**config.mk**
```make
export PLATFORM = sky130hd
export DESIGN_NAME = varlen_shift_reg
export DESIGN_NICKNAME = d
export VERILOG_FILES = /design/src/rtl/vsr_pkg.sv /design/src/rtl/vsr_strobe.sv /design/src/rtl/vsr_chain.sv /design/src/rtl/vsr_tap.sv /design/src/rtl/varlen_shift_reg.sv
export SDC_FILE = /design/constraint.sdc
export NUM_CORES = 1
export LEC_CHECK = 0
export BUFFER_PORTS_ARGS = -buffer_cell sky130_fd_sc_hd__buf_4
export CORE_ASPECT_RATIO = 1.4
export CORE_MARGIN = 2
export CORE_UTILIZATION = 40
export CTS_BUF_LIST = sky130_fd_sc_hd__clkbuf_16
export DETAILED_ROUTE_END_ITERATION = 10
export GPL_ROUTABILITY_DRIVEN = 1
export PLACE_DENSITY = 0.54
export SETUP_SLACK_MARGIN = 0.05
export SYNTH_ARGS = -nofsm -noshare
export SYNTH_HDL_FRONTEND = slang
export SYNTH_SLANG_ARGS = --single-unit
```
**constraint.sdc**
```tcl
create_clock -name clk -period 2.95 [get_ports clk]
set_clock_uncertainty 0.15 [all_clocks]
set_input_delay 0.59 -clock clk [delete_from_list [all_inputs] [get_ports clk]]
set_output_delay 0.59 -clock clk [all_outputs]
set_load 0.05 [all_outputs]
```
**src/rtl/vsr_pkg.sv**
```systemverilog
// Package: shared types for the programmable-length shift register.
// Assumes: all users run on a single system clock.
package vsr_pkg;

    // One sample of the two strobe pins.
    typedef struct packed {
        logic pos;   // rising-edge-qualified pin
        logic neg;   // falling-edge-qualified pin
    } strobe_pair_t;

    // Number of bits needed to address a chain of the given depth.
    function automatic int sel_width(input int depth);
        return (depth > 1) ? $clog2(depth) : 1;
    endfunction

endpackage

```
**src/rtl/vsr_strobe.sv**
```systemverilog
// Module: vsr_strobe
// Turns the two strobe pins into a single-cycle shift request.
// The pins are registered once, and the previous sample is kept.
// A rise of pos with neg low, or a fall of neg with pos high, gives a
// one-cycle request; both together still give one request.
// Assumes: pins are stable for at least one clk period between changes.
// During reset or clear both samples follow the pin, so release never
// looks like an edge.
module vsr_strobe
    import vsr_pkg::*;
(
    input  logic clk,
    input  logic rst_n,
    input  logic clr,
    input  logic ck_pos,
    input  logic ck_neg,
    output logic step
);

    strobe_pair_t smp_q;   // current registered sample
    strobe_pair_t prv_q;   // sample from the previous cycle
    strobe_pair_t pin_now;
    logic         rise_ok;
    logic         fall_ok;

    // Pack the raw pins into the sample type.
    always_comb begin
        pin_now.pos = ck_pos;
        pin_now.neg = ck_neg;
    end

    // Sample the pins; during reset or clear, load both stages with the pin.
    always_ff @(posedge clk) begin
        if (!rst_n || clr) begin
            smp_q <= pin_now;
            prv_q <= pin_now;
        end else begin
            smp_q <= pin_now;
            prv_q <= smp_q;
        end
    end

    // Qualify each edge against the level of the other pin.
    always_comb begin
        rise_ok = smp_q.pos & ~prv_q.pos & ~smp_q.neg;
        fall_ok = prv_q.neg & ~smp_q.neg & smp_q.pos;
        step    = (rise_ok | fall_ok) & ~clr & rst_n;
    end

    AST_STEP_QUIET_IN_CLEAR: assert property (@(posedge clk) disable iff (!rst_n) clr |-> !step);
    AST_NO_STEP_AFTER_CLEAR: assert property (@(posedge clk) disable iff (!rst_n) $past(clr) |-> !step);
    AST_NO_STEP_AFTER_RESET: assert property (@(posedge clk) (rst_n && !$past(rst_n)) |-> !step);
    AST_STEP_ONE_CYCLE: assert property (@(posedge clk) disable iff (!rst_n) step |=> !step);

endmodule

```
**src/rtl/vsr_chain.sv**
```systemverilog
// Module: vsr_chain
// The storage: a DEPTH-stage serial chain. Stage 0 holds the newest bit.
// A step moves every stage up by one and loads din into stage 0.
// Assumes: step is a single-cycle request from vsr_strobe.
// Clear and reset both empty the chain on the clock edge.
module vsr_chain #(
    parameter int DEPTH = 64
) (
    input  logic             clk,
    input  logic             rst_n,
    input  logic             clr,
    input  logic             step,
    input  logic             din,
    output logic [DEPTH-1:0] stages
);

    logic [DEPTH-1:0] nxt;

    // Build the shifted image, one stage per generate iteration.
    for (genvar i = 0; i < DEPTH; i++) begin : g_stage
        if (i == 0) begin : g_head
            assign nxt[i] = din;
        end else begin : g_body
            assign nxt[i] = stages[i-1];
        end
    end

    // Hold, clear or shift the chain.
    always_ff @(posedge clk) begin
        if (!rst_n || clr) begin
            stages <= '0;
        end else if (step) begin
            stages <= nxt;
        end
    end

    AST_CLEAR_EMPTIES: assert property (@(posedge clk) disable iff (!rst_n) clr |=> (stages == '0));
    AST_HOLD_WITHOUT_STEP: assert property (@(posedge clk) disable iff (!rst_n) (!step && !clr) |=> $stable(stages));
    AST_HEAD_TAKES_DIN: assert property (@(posedge clk) disable iff (!rst_n) (step && !clr) |=> (stages[0] == $past(din)));

endmodule

```
**src/rtl/vsr_tap.sv**
```systemverilog
// Module: vsr_tap
// Picks the output stage from the length code and drives q and q_n.
// Clear overrides both outputs combinationally.
// When DEPTH is a power of two the code indexes the chain directly.
// Otherwise codes past the end are clamped to the last stage.
module vsr_tap #(
    parameter int DEPTH = 64,
    parameter int SEL_W = 6
) (
    input  logic             clk,
    input  logic             rst_n,
    input  logic             clr,
    input  logic [DEPTH-1:0] stages,
    input  logic [SEL_W-1:0] len_sel,
    output logic             q,
    output logic             q_n
);

    logic tap;

    // Select the tap; the generate branch is picked by the depth.
    if ((1 << SEL_W) == DEPTH) begin : g_pow2
        assign tap = stages[len_sel];
    end else begin : g_clamp
        assign tap = (int'(len_sel) < DEPTH) ? stages[len_sel] : stages[DEPTH-1];
    end

    // Drive the true and inverse outputs; clear dominates both.
    always_comb begin
        q   = tap & ~clr;
        q_n = ~tap | clr;
    end

    AST_OUTPUTS_INVERSE: assert property (@(posedge clk) disable iff (!rst_n) q_n != q);
    AST_CLEAR_FORCES_OUT: assert property (@(posedge clk) disable iff (!rst_n) clr |-> (!q && q_n));

endmodule

```
**src/rtl/varlen_shift_reg.sv**
```systemverilog
// Module: varlen_shift_reg (top)
// Programmable-length serial shift register: length = len_sel + 1.
// A shift request comes from the two strobe pins, through vsr_strobe.
// The shifted bit is din_a or din_b, chosen by sel_a at the shift edge.
// Assumes: single clk domain; clr may change at any time and acts on
// the outputs without a clock edge.
module varlen_shift_reg
    import vsr_pkg::*;
#(
    parameter int DEPTH = 64,
    localparam int SEL_W = sel_width(DEPTH)
) (
    input  logic             clk,
    input  logic             rst_n,
    input  logic             clr,
    input  logic [SEL_W-1:0] len_sel,
    input  logic             ck_pos,
    input  logic             ck_neg,
    input  logic             sel_a,
    input  logic             din_a,
    input  logic             din_b,
    output logic             q,
    output logic             q_n
);

    logic             step;
    logic             din_sel;
    logic [DEPTH-1:0] stages;

    // Choose the serial source for the next shift.
    always_comb begin
        din_sel = sel_a ? din_a : din_b;
    end

    vsr_strobe i_strobe (
        .clk    (clk),
        .rst_n  (rst_n),
        .clr    (clr),
        .ck_pos (ck_pos),
        .ck_neg (ck_neg),
        .step   (step)
    );

    vsr_chain #(.DEPTH(DEPTH)) i_chain (
        .clk    (clk),
        .rst_n  (rst_n),
        .clr    (clr),
        .step   (step),
        .din    (din_sel),
        .stages (stages)
    );

    vsr_tap #(.DEPTH(DEPTH), .SEL_W(SEL_W)) i_tap (
        .clk     (clk),
        .rst_n   (rst_n),
        .clr     (clr),
        .stages  (stages),
        .len_sel (len_sel),
        .q       (q),
        .q_n     (q_n)
    );

    AST_SOURCE_A: assert property (@(posedge clk) disable iff (!rst_n) (step && !clr && sel_a) |=> (stages[0] == $past(din_a)));
    AST_SOURCE_B: assert property (@(posedge clk) disable iff (!rst_n) (step && !clr && !sel_a) |=> (stages[0] == $past(din_b)));

endmodule

```
==> out/qor.csv <==
metric,value,unit
Worst-Margin Slew,715.6,ps
Max-cap violations,0,
crit path DAT,2310,ps
core area,6982,sq um
Synth area leaders,"dfxtp_1 47%, nand2_1 17%, a21oi_1 11%, mux4_2 9.4%, mux4_1 4.6%",
die width,75.75,um
Clock Latency Late Sink,330,ps
clock transition at the registers of the reported paths,50,ps
antenna-violating nets left,0,
Lkg Pwr,1.089,nW
die area,7912,sq um
die height,104.4,um
layout net count,351,
Post-Syn Nets,343,
Relative slew margins,52.30,%
Layout area overhead,18.49,%
via count,2277,
Post-Syn Area per Cell,8.762,sq um
DR DRC count,0,
"Hold Vio Cnt, Final",0,
Peak Freq,328.3,MHz
"most common cell after layout, fill and taps aside",nand2_1,
WP data required,2210,ps
Crit Path Category,input port to output port,
"Period Utilization, post-route",103.3,%
Avg WL per Cell,14.06,um
Tot GR Track Use,16.90,%
CTS buffer count,9,
Setup crit end kind,output port,
first-pass GRT wire length,10160,um
setup_tns,-188.6,ps
CTS root buffer,clkbuf_16,
pwr dens,598.6,nW/um^2
H-tree Lvls,3,
"reg-to-reg slack, setup",1020,ps
gr ovfl total,0,
Yosys reg bits,68,
CTS tree,done,
Cells after Synth,329,
RSZ-0062 raised after global routing,true,
crit path time final,3046,ps
setup violators final,2,
Hold Buf Count CTS,0,
initial drt markers,157,
worst reg2reg startpoint,i_strobe.prv_q[1]$_DFF_P_,
synth unique cells,24,
Worst Hold Class,input port to register,
Ys Warns,0,
setup ws final,-96.05,ps
Finished Core Util,48.92,%
hpwl dp,3826,um
status,finished with violations,
Post-CTS Setup Repair Bufs,0,
Sink Count,68,
Max Buffers Root-to-Sink,2,
crit path launch,len_sel[1],
Startpoint Class,input port,
I/O Pins,16,
Rows,36,
pin count of the biggest net entering global routing,67,
leading area contributor after synthesis,dfxtp_1,
Worst IR Drop VDD,0.3754,mV
antenna violations before repair,0,
critical-path maximum fanout,6,
Max Slew Vio Count,0,
Hold Startpoint,ck_neg,
post-synthesis cell area,2883,sq um
initial core utilization,41.29,%
ANT cells,0,
share of layout cells above drive strength 1,17.84,%
RePlAce Congestion,0.7433,
Via density,5.211,
I/O Buffers,15,
highest-count cells in the layout ignoring fill and taps,"127 x nand2_1, 68 x dfxtp_1, 63 x a21oi_1",
Initial DRT Pass Iterations,4,
Routed WL,6143,um
post-synth top area share,47.22,%
register area share after synthesis,47.22,%
failing checks,negative setup slack,
vias in the first global route,2080,
final timing paths:
kind	depth (start not counted)	end
worst min register to register	2	i_chain.stages[63]$_SDFFE_PN0P_
worst min-delay path	1	i_strobe.smp_q[0]$_DFF_P_
worst max register to register	5	i_chain.stages[6]$_SDFFE_PN0P_
worst max-delay path	6	q
Yosys cell counts:
master and count:
nor2_1 3, mux4_1 5, mux2_2 2, mux2i_1 5
nor2b_1 3, nand2b_1 2, mux4_2 12, a211oi_1 1
a21oi_1 63, a22oi_1 2, buf_2 2, dfxtp_1 68
and2_1 1, a311oi_1 1, a32oi_1 1, nand3b_1 2
or2_1 1, buf_6 1, a32o_1 1, nand2_1 127
clkbuf_1 23, a41oi_1 1, or4b_2 1, nor4b_1 1
stage by stage:
step	hold WS, ps	area (sq um)	cells	total power, W	setup slack (ps)
2_1_floorplan	283.2	2904	329	0.001012	-88.75
3_3_place_gp	291.3	3099	421	0.001047	-192.1
3_5_place_dp	304.9	3099	421	0.001047	-213.0
4_1_cts	214.6	3416	437	0.002070	-100.1
5_1_grt	210.0	3416	437	0.002116	-132.8
6_report	223.0	3416	437	0.002045	-96.05
flip-flops by register name, summed over array words and instances (netlist names):
| name | count |
|---|---|
| i_strobe.prv_q | 2 |
| i_strobe.smp_q | 2 |
| i_chain.stages | 64 |
critical path: stages:
cell and delay, ps:
buf_12 90, mux4_2 490, mux4_2 500, or2_4 260, a32o_2 230, buf_6 150
report_power, final:
| group | total, W | switching [W] | leakage, nW | internal, W |
|---|---|---|---|---|
| Clock | 0.00101 | 0.000373 | 0.141 | 0.000641 |
| Combinational | 0.000106 | 0.0000621 | 0.399 | 0.0000438 |
| Sequential | 0.000925 | 0.00000167 | 0.549 | 0.000923 |
| Total | 0.00204 | 0.000437 | 1.09 | 0.00161 |
layout make-up:
type	instances	area, sq um
clock buffer	9	225.2
fill	671	3566
sequential	68	1361
clock inverter	7	58.81
multi-input combinational	235	1446
tap	95	118.9
timing repair buffer	23	205.2
metal layers:
metal | global-route usage, % | share of wire (%) | wire length (um) | up-vias
li1 | - | - | - | 1134
met5 | 0 | 0 | 0 | -
met4 | 6.391 | 1.6 | 99 | 0
met1 | 22.44 | 46 | 2815 | 1100
met3 | 4.942 | 3.1 | 191 | 9
met2 | 25.55 | 49 | 3037 | 34
logic make-up after synthesis:
family / Yosys count / share of synthesized area, %
simple gates: 141 / 19.62
compound gates: 70 / 12.98
flops: 68 / 47.22
buf+inv: 26 / 3.733
mux: 24 / 16.45
timing repair:
item	CTS	global route
resized for setup	7	0
pin swaps	2	1
setup endpoints to repair	2	2
No activity file was read; power rests on OpenSTA's default activity.
